[src/rtl/bte_pkg.sv]
package bte_pkg;
  // Width of a count that must represent 0..w inclusive.
  function automatic int code_width(input int w);
    return $clog2(w + 1);
  endfunction

  // Index width for a segment of a given size.
  function automatic int index_width(input int w);
    return (w > 1) ? $clog2(w) : 1;
  endfunction
endpackage

[src/rtl/therm_edge_scan.sv]
// Stage 1: mark every position that sits just below a 0 and has a 1 under it.
module therm_edge_scan #(
  parameter int W = 128
) (
  input  logic         clk,
  input  logic         rst,
  input  logic         in_valid,
  input  logic [W-1:0] in_word,
  output logic         scan_valid,
  output logic [W-1:0] scan_match,
  output logic         scan_nonzero
);
  localparam int EXT_W = W + 2;

  logic [EXT_W-1:0] ext_word;
  logic [W-1:0]     match_c;

  // Virtual 0 above the top tap, virtual 1 under bit 0.
  assign ext_word = {1'b0, in_word, 1'b1};

  generate
    for (genvar i = 0; i < W; i++) begin : g_tap
      assign match_c[i] = ~ext_word[i+2] & ext_word[i+1] & ext_word[i];
    end
  endgenerate

  always_ff @(posedge clk) begin
    if (rst) begin
      scan_valid <= 1'b0;
    end else begin
      scan_valid <= in_valid;
    end
    scan_match   <= match_c;
    scan_nonzero <= |in_word;
  end
endmodule

[src/rtl/therm_seg_prio.sv]
// Stage 2: highest marked position inside one segment.
module therm_seg_prio #(
  parameter int SEG_W = 16,
  parameter int IDX_W = bte_pkg::index_width(SEG_W)
) (
  input  logic             clk,
  input  logic [SEG_W-1:0] seg_match,
  output logic             seg_hit,
  output logic [IDX_W-1:0] seg_idx
);
  logic [IDX_W-1:0] idx_c;

  always_comb begin
    idx_c = '0;
    for (int i = 0; i < SEG_W; i++) begin
      if (seg_match[i]) idx_c = IDX_W'(i);
    end
  end

  always_ff @(posedge clk) begin
    seg_hit <= |seg_match;
    seg_idx <= idx_c;
  end
endmodule

[src/rtl/therm_seg_merge.sv]
// Stage 3: pick the highest segment with a hit and form the final count.
module therm_seg_merge #(
  parameter int NSEG   = 8,
  parameter int SEG_W  = 16,
  parameter int IDX_W  = bte_pkg::index_width(SEG_W),
  parameter int CODE_W = 8
) (
  input  logic                  clk,
  input  logic                  rst,
  input  logic                  mrg_valid,
  input  logic                  mrg_nonzero,
  input  logic [NSEG-1:0]       mrg_hit,
  input  logic [NSEG*IDX_W-1:0] mrg_idx,
  output logic                  out_valid,
  output logic [CODE_W-1:0]     out_code,
  output logic                  out_error
);
  logic              found_c;
  logic [CODE_W-1:0] code_c;

  always_comb begin
    found_c = 1'b0;
    code_c  = '0;
    for (int s = 0; s < NSEG; s++) begin
      if (mrg_hit[s]) begin
        found_c = 1'b1;
        code_c  = CODE_W'(s * SEG_W) + CODE_W'(mrg_idx[s*IDX_W +: IDX_W]) + CODE_W'(1);
      end
    end
  end

  always_ff @(posedge clk) begin
    if (rst) begin
      out_valid <= 1'b0;
      out_error <= 1'b0;
    end else begin
      out_valid <= mrg_valid;
      out_error <= mrg_valid & ~found_c & mrg_nonzero;
    end
    if (mrg_valid) begin
      out_code <= found_c ? code_c : '0;
    end
  end
endmodule

[src/rtl/bubble_therm_encoder.sv]
module bubble_therm_encoder #(
  parameter int W      = 128,
  parameter int SEG_W  = 16,
  parameter int CODE_W = bte_pkg::code_width(W)
) (
  input  logic              clk,
  input  logic              rst,
  input  logic              in_valid,
  input  logic [W-1:0]      in_word,
  output logic              out_valid,
  output logic [CODE_W-1:0] out_code,
  output logic              out_error
);
  localparam int NSEG  = W / SEG_W;
  localparam int IDX_W = bte_pkg::index_width(SEG_W);

  logic                  s1_valid;
  logic [W-1:0]          s1_match;
  logic                  s1_nonzero;
  logic                  s2_valid;
  logic                  s2_nonzero;
  logic [NSEG-1:0]       s2_hit;
  logic [NSEG*IDX_W-1:0] s2_idx;

  therm_edge_scan #(.W(W)) u_scan (
    .clk          (clk),
    .rst          (rst),
    .in_valid     (in_valid),
    .in_word      (in_word),
    .scan_valid   (s1_valid),
    .scan_match   (s1_match),
    .scan_nonzero (s1_nonzero)
  );

  generate
    for (genvar s = 0; s < NSEG; s++) begin : g_seg
      therm_seg_prio #(.SEG_W(SEG_W), .IDX_W(IDX_W)) u_prio (
        .clk       (clk),
        .seg_match (s1_match[s*SEG_W +: SEG_W]),
        .seg_hit   (s2_hit[s]),
        .seg_idx   (s2_idx[s*IDX_W +: IDX_W])
      );
    end
  endgenerate

  always_ff @(posedge clk) begin
    if (rst) begin
      s2_valid <= 1'b0;
    end else begin
      s2_valid <= s1_valid;
    end
    s2_nonzero <= s1_nonzero;
  end

  therm_seg_merge #(
    .NSEG(NSEG), .SEG_W(SEG_W), .IDX_W(IDX_W), .CODE_W(CODE_W)
  ) u_merge (
    .clk         (clk),
    .rst         (rst),
    .mrg_valid   (s2_valid),
    .mrg_nonzero (s2_nonzero),
    .mrg_hit     (s2_hit),
    .mrg_idx     (s2_idx),
    .out_valid   (out_valid),
    .out_code    (out_code),
    .out_error   (out_error)
  );
endmodule

[config.mk]
export PLATFORM = sky130hd
export DESIGN_NAME = bubble_therm_encoder
export DESIGN_NICKNAME = d
export VERILOG_FILES = /design/src/rtl/bte_pkg.sv /design/src/rtl/therm_edge_scan.sv /design/src/rtl/therm_seg_prio.sv /design/src/rtl/therm_seg_merge.sv /design/src/rtl/bubble_therm_encoder.sv
export SDC_FILE = /design/constraint.sdc
export NUM_CORES = 1
export LEC_CHECK = 0
export BUFFER_PORTS_ARGS = -buffer_cell sky130_fd_sc_hd__buf_2
export CAP_MARGIN = 20
export CORE_MARGIN = 1
export CORE_UTILIZATION = 35
export DETAILED_ROUTE_END_ITERATION = 10
export PLACE_DENSITY = 0.54
export SLEW_MARGIN = 20
export SYNTH_ARGS = -nofsm -noshare
export SYNTH_HDL_FRONTEND = slang
export SYNTH_SLANG_ARGS = --single-unit
[constraint.sdc]
create_clock -name clk -period 3.5 [get_ports clk]
set_clock_uncertainty 0.2 [all_clocks]
set_input_delay 0.175 -clock clk [delete_from_list [all_inputs] [get_ports clk]]
set_output_delay 0.175 -clock clk [all_outputs]
set_load 0.03 [all_outputs]
; ---- After elaboration in Yosys (flattened, before gate mapping)
; Cells that the tools add are included.
[op_classes]
n_addsub = 15
mux = 128
bitwise_logic = 384
reduce_logical = 33
[op_table]
columns = operator, count
row1 = $and 1x1->1, 256
row2 = $mux 3, 64
row3 = $not 1->1, 128
row4 = $reduce_or 128->1, 1
row5 = $reduce_or 16->1, 8
row6 = $mux 2, 32
row7 = $mux 8, 8
row8 = $reduce_or 8->1, 8
row9 = $add 8x1->8 const B, 7
row10 = $add 7x4->8 const A, 4
row11 = $reduce_or 4->1, 8
row12 = $mux 1, 24
row13 = $reduce_or 2->1, 8
row14 = $add 6x4->7 const A, 2
row15 = $add 5x4->6 const A, 1
row16 = $add 4x1->5 const B, 1
[totals]
register_bits = 182
input_bits = 131
output_inout_bits = 10
wordCells = 608

; ---- Depth between registers and ports, before layout
; Gate-level depths: netlist of run 1.
[logic_depth]
ltp_word = 14
depth_mapped = 6
mapped_depth_nobuf = 6

; ---- Modules after synthesis
; Synthesis of run 1 repeated with hierarchy kept, for this count alone.
[unflattened]
cells_unflattened = 793
hier_area_um2 = 7049.3
[by_module_without_submodules]
columns = module, instances, cells_per_inst, area_each_um2, seq_area_each_um2
row1 = therm_edge_scan, 1, 417, 3853.7, 2602.5
row2 = therm_seg_prio, 8, 32, 259.0, 100.1
row3 = therm_seg_merge, 1, 117, 1069.8, 280.3
row4 = bubble_therm_encoder, 1, 3, 53.8, 40.0

; ---- Worst setup path after synthesis of run 1
; OpenSTA, ideal clock, no wires.
[synth_path]
path_type = register to register
startpoint = register g_seg[1].u_prio.seg_hit
endpoint = register u_merge.out_code[0], data pin
setup_time_ns = 0.267
arrival_time_ns = 1.286
t_required_ns = 3.033
setup_slack_ns = 1.747
path_stages_with_launch = 7
path_buffers = 1
synth_period_minus_slack_ns = 1.753
path_cell_list = dfxtp_1 buf_4 nor2b_2 a221o_1 a221o_1 a2bb2oi_1 a222oi_1
[synth_via]
elab_chain_cells = 7
elab_cells_between_ends = 14
classes_between = mux: 14
[synth_lines]
columns = element, line
row1 = from (decl), therm_seg_prio.sv:8  ; output logic seg_hit,
row2 = from (signal assigned), therm_seg_prio.sv:21  ; seg_hit <= |seg_match;
row3 = $mux 8 / $mux 1 (equally long branches) (7 in series), therm_seg_merge.sv:25  ; if (mrg_hit[s]) begin
row4 = to (signal assigned), therm_seg_merge.sv:41  ; out_code <= found_c ? code_c : '0;
row5 = to (decl), therm_seg_merge.sv:15  ; output logic [CODE_W-1:0] out_code,
; Parallel ways exist; a longest one is shown, timed or not.
; A chain may end at the register's enable or synchronous reset.

; ---- Worst setup path in the final report of run 1
[layout_path]
startpoint = input port in_word[123]
endpoint = register u_scan.scan_nonzero
[layout_via]
elab_chain_cells = 1
[layout_lines]
columns = element, line
row1 = from (decl), bubble_therm_encoder.sv:9  ; input logic [W-1:0] in_word,
row2 = $reduce_or 128->1, therm_edge_scan.sv:34  ; scan_nonzero <= |in_word;
row3 = to (signal assigned), therm_edge_scan.sv:34
row4 = to (decl), therm_edge_scan.sv:11  ; output logic scan_nonzero
; Every way passes these cells.

==> impl_metrics.py, run 1 <==
metrics = {
    "global_route": {
        "antenna_found_initial": 1,
        "grt_max_degree": 17,
        "grt_overflow": 0,
        "grt_pass1_wl_um": 30700,
        "grt_pass1_vias": 6457,
        "track_usage_pct": 19.4,
    },
    "synth": {
        "synth_seq_cells": 182,
        "syn-cell-area_um2": 6970,
        "synth-async-reset-ratio_pct": 0,
        "syn_area_per_cell_um2": 8.79,
        "ys_warn_count": 0,
        "synthCells": 793,
        "synth_fp_nets": 933,
        "synthFlopType": "dfxtp_1",
        "synth_edf_count": 8,
        "ys_types": 50,
        "yosysSeqAreaShare_pct": 53.4,
    },
    "timing": {
        "post-route-period-util_pct": 64.2,
        "fmax_mhz": 445,
        "maxSlewViolCount": 0,
        "hold_viol_final": 0,
        "setup_tns_ps": 0,
        "fin_crit_ps": 2250,
        "rsz0062_at_grt": "false",
        "slew_headroom_pct": 47.9,
        "max_slew.worst_pin.slew_ps": 775,
        "finalWorstSetupSlack_ps": 1250,
        "setup_viol": 0,
        "fin_hold_ws_ps": 29.3,
    },
    "placed_design": {
        "place_congestion": 0.827,
        "dp_hpwl_um": 13600,
        "dp_cells": 1191,
        "place_area_um2": 7950,
        "port-buffer-count": 140,
        "dp_slack_ps": 1370,
    },
    "hold_path": {
        "hold_path_class": "input pin to flop",
        "min_path_cells": 5,
    },
    "die": {
        "start_util_pct": 35.8,
        "die_area_um2": 20500,
        "die_x_um": 143,
        "die_h_um": 143,
        "io_pins": 141,
        "fp.coreArea_um2": 19500,
        "row_count": 51,
    },
    "finish": {
        "nFillCells": 1820,
        "fin_cells": 1438,
        "finish.net_count": 1300,
        "drive_gt1_share_pct": 15.0,
        "stdcell_area_um2": 10700,
        "area_growth_pct": 53.4,
    },
    "clock_tree": {
        "cts_num_sinks": 182,
        "insertion_delay_ps": 420,
        "cts_buffers": 17,
        "cts_tree": "done",
        "ctsResizeCount": 0,
        "max-clock-path-buffers": 2,
        "cts-htree-levels": 4,
        "clockRootBuffer": "clkbuf_16",
        "clk_pin_slew_ps": 70,
    },
    "routing": {
        "drc": 0,
        "routedWlPerCell_um": 13.4,
        "wl_um": 19300,
        "vias_per_cell": 4.71,
        "drt_iter0_markers": 225,
        "num_vias": 6771,
        "drt_pass1_iterations": 5,
        "antenna_left": 0,
    },
    "critical_path": {
        "arrival_ps": 2340,
        "crit_path_end": "u_scan.scan_nonzero",
        "startpoint": "in_word[123]",
        "critPathCaptureType": "flop",
        "required_ps": 3590,
        "rr_startpoint": "g_seg[1].u_prio.seg_hit",
        "regToRegSetupSlack_ps": 1490,
        "path_class": "input pin to flop",
        "crit_path_start_kind": "input pin",
        "r2r-end": "u_merge.out_code[0]",
        "cp_max_fo": 4,
        "r2r_cells": 5,
    },
    "status": {
        "outcome": "completed",
    },
    "power": {
        "leakage_uw": 0.00477,
        "power.density_nw_per_um2": 456,
        "ir_drop_mv": 0.280,
    },
    "job": {
        "maxCapViolations": 0,
    },
}
[through the flow]
| stage | utilization, % | power (uW) |
|---|---|---|
| 2_1_floorplan | - | 2660 |
| 3_3_place_gp | 40.8 | 2900 |
| 3_5_place_dp | 40.8 | 2890 |
| 4_1_cts | 54.9 | 4910 |
| 5_1_grt | 54.9 | 5100 |
| 6_report | 54.9 | 4870 |
[layer usage]
layer	global-route usage, %	vias to the layer above	wire length (um)
li1	-	3518	-
met1	24.1	3093	9080
met4	8.15	0	415
met5	0	-	0
met2	32.6	139	9040
met3	3.82	21	786
[registers in the layout (all words and copies together), names as in the netlist]
name,count
u_merge.out_code,8
u_scan.scan_match,128
g_seg.u_prio.seg_hit,8
u_scan.scan_nonzero,1
u_scan.scan_valid,1
s2_nonzero,1
g_seg.u_prio.seg_idx,32
u_merge.out_error,1
s2_valid,1
u_merge.out_valid,1
[where the power goes]
group          leakage, uW  switching, uW  internal (uW)
clock             0.000288            775           1080
combinational      0.00298            308            382
sequential         0.00150            110           2220
total              0.00477           1190           3680
[Yosys cell counts (9+ instances only)]
master | count | area [um2]
nor4_1 | 58 | 363
nor2_1 | 151 | 567
nor2b_1 | 14 | 87.6
nand4_1 | 9 | 56.3
o31ai_1 | 10 | 75.1
xnor2_1 | 9 | 78.8
nand2b_1 | 9 | 56.3
dfxtp_1 | 174 | 3480
and3b_1 | 10 | 87.6
inv_1 | 38 | 143
ha_1 | 9 | 113
o21bai_1 | 16 | 120
nand2_1 | 138 | 518
a21oi_1 | 22 | 110
nor3_1 | 25 | 125
[area by class of cell]
cell class	instances	area (um2)	area share [%]
well taps	265	332	3.10
flip-flops and latches	182	3720	34.8
clock buffers	22	495	4.64
repair buffers	355	2850	26.7
multi-input cells	566	3050	28.5
diodes	1	2.50	0.0234
inverters	38	143	1.33
clock inverters	9	88.8	0.831
[placed cells by master (no fill, tap or decap), types with 4 or more instances in the layout]
master         instances
dlygate4sd3_1        215
dfxtp_1              174
nor2_1               151
buf_2                140
nand2_1              138
nor4_1                58
inv_1                 38
nor3_1                25
a21oi_1               22
clkbuf_16             18
o21bai_1              16
nor2b_1               14
o31ai_1               10
and3b_1               10
nand2b_1               9
nand4_1                9
xnor2_1                9
ha_1                   9
a211o_1                8
or3_1                  8
o221ai_1               8
nand4b_1               8
nand3_1                8
edfxtp_1               8
xor2_1                 6
a41oi_1                5
a221o_1                4
a221oi_1               4
[worst max-delay path, cell delays in order]
cell	delay, ps
dlygate4sd3_1	540
buf_2	140
nor4_1	690
nand4_1	210
nor4_1	490
nand2_1	90
[what timing repair did]
action | CTS | global route
hold buffers | 215 | 0
hold endpoints to repair | 133 | 0
buffers inserted | 0 | 0
[cell families (layout without fill, tap and decap cells)]
kind of cell,count (synthesis),after routing,share of synthesized area (%)
compound gates,94,94,9.97
xor+xnor,15,15,1.89
fa+ha+maj,9,9,1.62
buf+inv,45,424,2.77
flops,182,182,53.4
other cells,0,1,0
simple gates,448,448,30.3
[worst min path at each step]
| stage | from | to |
|---|---|---|
| CTS | in_word[31] | u_scan.scan_nonzero |
| floorplan | in_word[101] | u_scan.scan_match[100] |
| global placement | in_word[28] | u_scan.scan_match[27] |
| detailed placement | in_word[105] | u_scan.scan_match[104] |
| finish | in_word[31] | u_scan.scan_nonzero |
| global route | in_word[31] | u_scan.scan_nonzero |
(Power assumes the default switching activity.)
==> run 2, diff against run 1 <==
- ABC_AREA: default -> 1
- PLACE_DENSITY: 0.54 -> 0.56
- clock period: 3.5 -> 1.9 ns (I/O delays scaled with it)
==> run 2 against run 1 <==
Effect of this change: design area increased by 4.5%; sequential share of layout area down 1.5 points; synthesized cell count rose by 25%; first-iteration DRC count is 1.8% higher; register-to-register slack worse by 1400 ps; area after synthesis increased by 6.0%; critical path depth fell by 2; non-clock buffer count did not move; hold slack improved by 84 ps; global-route usage down 0.78 points; critical endpoint is now u_merge.out_code[2]; largest power group unchanged.
==> impl_metrics.py, run 2 <==
metrics = {
    "die": {
        "io_pins": 141,
        "fp.coreArea_um2": 20500,
        "row_count": 52,
        "start_util_pct": 36.0,
        "die_area_um2": 21700,
        "die_x_um": 147,
        "die_h_um": 147,
    },
    "critical_path": {
        "arrival_ps": 1740,
        "critPathCaptureType": "flop",
        "crit_path_start_kind": "flop",
        "path_class": "flop to flop",
        "rr_startpoint": "g_seg[6].u_prio.seg_hit",
        "required_ps": 1880,
        "r2r_cells": 4,
        "critPathTopFamily": "simple AND/OR/NAND/NOR gates",
        "regToRegSetupSlack_ps": 130,
        "startpoint": "g_seg[6].u_prio.seg_hit",
        "path_cells": "nor2_1, nand4_1, o21ai_0, a21oi_2",
        "cpPeakStageDelay_ps": 390,
        "cp_max_fo": 9,
        "r2r-end": "u_merge.out_code[2]",
        "cp_slowest_cell": "dfxtp_1",
        "worst-path-buf-inv": 0,
    },
    "synth": {
        "ys_warn_count": 0,
        "synth_fp_nets": 1131,
        "ys_types": 35,
        "synthFlopType": "dfxtp_1",
        "synth_edf_count": 8,
        "yosys.area.top_type": "dfxtp_1",
        "synth.top_cells.by_area": "dfxtp_1 47%, inv_1 10%, nand2_1 9.7%",
        "synth.most_common_cell": "inv_1",
        "yosysSeqAreaShare_pct": 50.4,
        "synth_top_area_share_pct": 47.2,
        "syn-cell-area_um2": 7390,
        "synth-async-reset-ratio_pct": 0,
        "synth_seq_cells": 182,
        "syn_area_per_cell_um2": 7.45,
        "synthCells": 991,
        "synthTopCellsByCount": "200 x inv_1, 191 x nand2_1, 174 x dfxtp_1",
    },
    "placed_design": {
        "port-buffer-count": 140,
        "place_congestion": 0.812,
        "place_area_um2": 8460,
        "dp_hpwl_um": 13200,
    },
    "job": {
        "maxCapViolations": 0,
    },
    "finish": {
        "multi_input_area_um2": 2750,
        "layout_commonest_cell": "dlygate4sd3_1",
        "drive_gt1_share_pct": 15.8,
        "stdcell_area_um2": 11200,
        "top_regs": "u_scan.scan_match: 128 flops, g_seg.u_prio.seg_idx: 32 flops",
        "nFillCells": 1911,
        "largest_reg_flops": 128,
        "area_growth_pct": 51.2,
        "antennaDiodeCount": 0,
        "regMostFlops": "u_scan.scan_match",
        "most-common-layout-cells": "209 x dlygate4sd3_1, 200 x inv_1, 191 x nand2_1, 173 x dfxtp_1, 140 x buf_2",
        "finish.net_count": 1503,
        "regArea_um2": 3720,
    },
    "global_route": {
        "track_usage_pct": 18.6,
        "antenna_found_initial": 0,
        "grt_overflow": 0,
        "grt_pass1_vias": 7207,
        "grt_pass1_wl_um": 32100,
        "grt_max_degree": 17,
    },
    "routing": {
        "routedWlPerCell_um": 11.4,
        "drt_pass1_iterations": 4,
        "vias_per_cell": 4.34,
        "antenna_left": 0,
        "wl_um": 18800,
        "drc": 0,
        "num_vias": 7147,
        "drt_iter0_markers": 229,
    },
    "status": {
        "outcome": "completed",
    },
    "hold_path": {
        "holdPathEnd": "u_scan.scan_nonzero",
        "hp-start": "in_word[0]",
        "min_path_cells": 8,
        "hold_path_class": "input pin to flop",
    },
    "timing": {
        "slew_headroom_pct": 60.7,
        "setup_tns_ps": 0,
        "hold_viol_final": 0,
        "fin_crit_ps": 1770,
        "post-route-period-util_pct": 93.1,
        "fmax_mhz": 565,
        "maxSlewViolCount": 0,
        "setup_viol": 0,
        "max_slew.worst_pin.slew_ps": 585,
        "rsz0062_at_grt": "true",
    },
    "power": {
        "p_sw_uw": 2290,
        "leakage_uw": 0.00558,
        "combPwrFrac_pct": 14.9,
        "switching_share_pct": 24.9,
        "internal_power_uw": 6920,
        "ir_drop_mv": 0.545,
        "power.density_nw_per_um2": 824,
        "power.share.clock_pct": 39.1,
        "seq_power_share_pct": 46.1,
    },
    "clock_tree": {
        "clockRootBuffer": "clkbuf_16",
        "insertion_delay_ps": 430,
        "cts_tree": "done",
        "clk_pin_slew_ps": 70,
        "cts_num_sinks": 182,
        "max-clock-path-buffers": 2,
        "cts-htree-levels": 4,
        "cts_buffers": 17,
    },
}
-- run 2: worst max path at each step --
stage,endpoint,slack (ps),cells past startpoint
floorplan,u_merge.out_code[4],300,12
global placement,u_merge.out_code[2],150,4
detailed placement,u_merge.out_code[4],150,12
CTS,u_scan.scan_nonzero,130,9
global route,u_merge.out_code[4],-1,12
finish,u_merge.out_code[2],130,4
-- run 2: metrics by stage --
stage	worst slack, ps	cells	util, %	hold WS [ps]	total power, uW
detailed placement	151	1405	41.3	78.4	5390
global placement	147	1405	41.3	78.4	5390
global route	-1.12	1646	54.5	155	9710
finish	131	1646	54.5	113	9210
floorplan	300	991	-	-33.8	4980
CTS	129	1646	54.5	108	9300
-- run 2: cell type report --
| class | count | area share [%] |
|---|---|---|
| clock buffer | 21 | 4.12 |
| sequential | 182 | 33.4 |
| multi-input combinational | 567 | 24.6 |
| tap | 270 | 3.03 |
| timing repair buffer | 355 | 25.4 |
| inverter | 240 | 8.19 |
| clock inverter | 11 | 1.31 |
-- run 2: power groups by stage --
stage | Clock [uW] | Combinational [uW] | Sequential [uW]
finish | 3600 | 1370 | 4240
global route | 3870 | 1570 | 4270
CTS | 3700 | 1360 | 4240
detailed placement | 0 | 1060 | 4330
global placement | 0 | 1060 | 4320
floorplan | 0 | 681 | 4290
-- run 2: repair_timing --
action	4_1_cts	5_1_grt
hold buffers	209	0
hold endpoints to repair	133	0
setup buffers	0	0
endpoints found under the setup margin	0	2
gates resized for setup	0	2
-- run 2: worst reg2reg max path: stages (launching register included) --
cell and delay, ps:
dfxtp_1 390, nor2_1 320, nand4_1 330, o21ai_0 240, a21oi_2 40
-- run 2: cell families after synthesis --
| logic type | share of synthesized area, % |
|---|---|
| DFF | 50.4 |
| and+or+nand+nor | 30.5 |
| adders and majority gates | 1.52 |
| AOI/OAI and AO/OA | 4.34 |
| xor gates and xnor gates | 0.711 |
| buffers and inverters | 12.5 |
-- run 2: metal layers --
layer	up-vias	track usage (%)	wire length (um)
li1	3883	-	-
met1	3107	23.2	8880
met2	133	31.9	9040
met3	24	4.10	623
met4	0	5.77	302
met5	-	0	0
==> run 3, diff against run 2 <==
- PLACE_DENSITY: 0.56 -> 0.54
- clock period: 1.9 -> 1.69 ns (I/O delays scaled with it)
==> run 3 against run 2 <==
Effect of this change: the run now ends with setup timing left; total power increased by 12%; register-to-register slack got worse by 140 ps; hold slack got worse by 98 ps; die area unchanged; clock-buffer cell count decreased by 3; sequential power increased by 13%; cell count increased by 1.2%; maximum frequency increased by 3.9%; via count increased by 1.2%; clock power increased by 8.6%; core utilization increased by 1.3 points; wire length increased by 1.9%.
==> impl_metrics.py, run 3 (synthesis results as in run 2) <==
metrics = {
    "timing": {
        "setup_viol": 1,
        "post-route-period-util_pct": 101,
        "slew_headroom_pct": 70.1,
        "finalWorstSetupSlack_ps": -12.6,
        "fin_crit_ps": 1700,
        "rsz0062_at_grt": "true",
        "maxSlewViolCount": 0,
        "fmax_mhz": 587,
        "max_slew.worst_pin.slew_ps": 445,
        "hold_viol_final": 0,
    },
    "critical_path": {
        "worst-path-buf-inv": 0,
        "critPathTopFamily": "simple AND/OR/NAND/NOR gates",
        "arrival_ps": 1690,
        "cp_max_fo": 3,
        "cp_slowest_cell": "dfxtp_4",
        "critPathCaptureType": "flop",
        "path_class": "flop to flop",
        "required_ps": 1680,
        "cp_common_cell": "nand2_1",
        "path_cells": "ha_4, nand2_4, o21ai_2, o21ai_1, nand2_1, nand2_1, nand2_1, nand3_1, nand2_1, nand2_1, nand2_1, o21ai_2",
        "cpPeakStageDelay_ps": 370,
        "crit_path_start_kind": "flop",
    },
    "finish": {
        "area_growth_pct": 54.8,
        "largest_reg_flops": 128,
        "drive_gt1_share_pct": 18.2,
        "most-common-layout-cells": "219 x dlygate4sd3_1, 194 x inv_1, 190 x nand2_1, 169 x dfxtp_1, 136 x buf_2",
        "post-route-util_pct": 55.8,
        "antennaDiodeCount": 0,
        "nFillCells": 1894,
        "regArea_um2": 3730,
        "regMostFlops": "u_scan.scan_match",
        "fin_cells": 1665,
        "finish.net_count": 1522,
        "top_regs": "u_scan.scan_match: 128 flops, g_seg.u_prio.seg_idx: 32 flops",
        "layout_commonest_cell": "dlygate4sd3_1",
        "multi_input_area_um2": 2860,
    },
    "global_route": {
        "grt_overflow": 0,
        "grt_use_met3_pct": 4.41,
        "grt_pass1_vias": 7145,
        "antenna_found_initial": 0,
        "grt_pass1_wl_um": 31600,
        "track_usage_pct": 18.4,
        "use_met2_pct": 31.5,
        "grt_util_met1_pct": 22.8,
        "grt_max_degree": 17,
        "grt.busiest_layer": "met2",
    },
    "routing": {
        "wl_um": 19200,
        "drc": 0,
        "vias_per_cell": 4.34,
        "routedWlPerCell_um": 11.5,
        "num_vias": 7233,
        "drt_pass1_iterations": 4,
        "drt_iter0_markers": 198,
        "antenna_left": 0,
    },
    "placed_design": {
        "dp_hpwl_um": 13300,
        "port-buffer-count": 140,
        "dp_cells": 1414,
        "place_congestion": 0.821,
    },
    "hold_path": {
        "hold_path_class": "input pin to flop",
    },
    "clock_tree": {
        "cts-htree-levels": 4,
        "max-clock-path-buffers": 2,
        "clockRootBuffer": "clkbuf_16",
        "cts_tree": "done",
        "insertion_delay_ps": 430,
        "cts_buffers": 17,
        "clk_pin_slew_ps": 70,
        "cts_num_sinks": 182,
    },
    "power": {
        "power.share.clock_pct": 37.9,
        "combPwrFrac_pct": 15.8,
        "ir_drop_mv": 0.559,
        "p_sw_uw": 2700,
        "power.density_nw_per_um2": 902,
        "leakage_uw": 0.00570,
        "switching_share_pct": 26.2,
        "seq_power_share_pct": 46.3,
        "internal_power_uw": 7610,
    },
    "die": {
        "die_x_um": 147,
        "die_area_um2": 21700,
        "fp.coreArea_um2": 20500,
        "start_util_pct": 36.0,
        "io_pins": 141,
        "row_count": 52,
        "die_h_um": 147,
    },
    "status": {
        "outcome": "finished with violations",
        "violations": "setup timing",
    },
    "job": {
        "maxCapViolations": 0,
    },
}
==> run 3: power groups by stage <==
| stage | clock network (uW) | logic [uW] | registers [uW] |
|---|---|---|---|
| 4_1_cts | 4010 | 1580 | 4760 |
| 6_report | 3910 | 1630 | 4770 |
| 3_3_place_gp | 0 | 1230 | 4850 |
| 2_1_floorplan | 0 | 765 | 4830 |
| 3_5_place_dp | 0 | 1230 | 4860 |
| 5_1_grt | 4190 | 1850 | 4810 |
==> run 3: worst reg2reg max path, cell delays in order (launching register included) <==
cell,delay (ps)
dfxtp_4,370
ha_4,150
nand2_4,50
o21ai_2,120
o21ai_1,80
nand2_1,80
nand2_1,50
nand2_1,70
nand3_1,70
nand2_1,70
nand2_1,50
nand2_1,70
o21ai_2,50
==> run 3: metal layers <==
metal	wire length, um	part of all wire (%)	vias to the layer above
li1	-	-	3911
met1	9020	47	3181
met2	9330	49	122
met3	611	3.2	19
met4	229	1.2	0
met5	0	0	-
==> run 3: per-stage QoR <==
step | power, uW | hold slack (ps) | area (um2) | setup WS [ps] | TNS, ps
6_report | 10300 | 15.4 | 11400 | -12.6 | -12.6
4_1_cts | 10300 | 18.8 | 11300 | 1.60 | 0
2_1_floorplan | 5590 | -44.3 | 7390 | 90.3 | 0
3_3_place_gp | 6080 | 67.9 | 8530 | -31.2 | -31.2
3_5_place_dp | 6080 | 63.7 | 8530 | -54.1 | -62.0
5_1_grt | 10800 | 50.7 | 11400 | -135 | -271
==> run 3: layout make-up <==
cell class	instances	share of cell area, %
clock buffer	18	3.75
clock inverter	14	1.32
inverter	240	8.00
multi-input combinational	567	25.0
sequential	182	32.6
tap	270	2.95
timing repair buffer	374	26.4
==> run 3: worst paths after layout <==
check                                  start             endpoint  slack (ps)  depth (start not counted)
setup / recovery  g_seg[1].u_prio.seg_idx[1]  u_merge.out_code[4]         -10                         12
hold / removal                   in_word[13]  u_scan.scan_nonzero          20                          6
setup reg to reg  g_seg[1].u_prio.seg_idx[1]  u_merge.out_code[4]         -10                         12
hold reg to reg          u_scan.scan_nonzero           s2_nonzero         130                          0
==> run 3: timing repair <==
| action | in CTS | in global routing |
|---|---|---|
| hold buffers | 219 | 0 |
| resized for setup | 4 | 30 |
| pin swaps | 0 | 15 |
| buffers inserted | 0 | 4 |
| setup endpoints to repair | 2 | 4 |
| endpoints found under the hold margin | 133 | 0 |
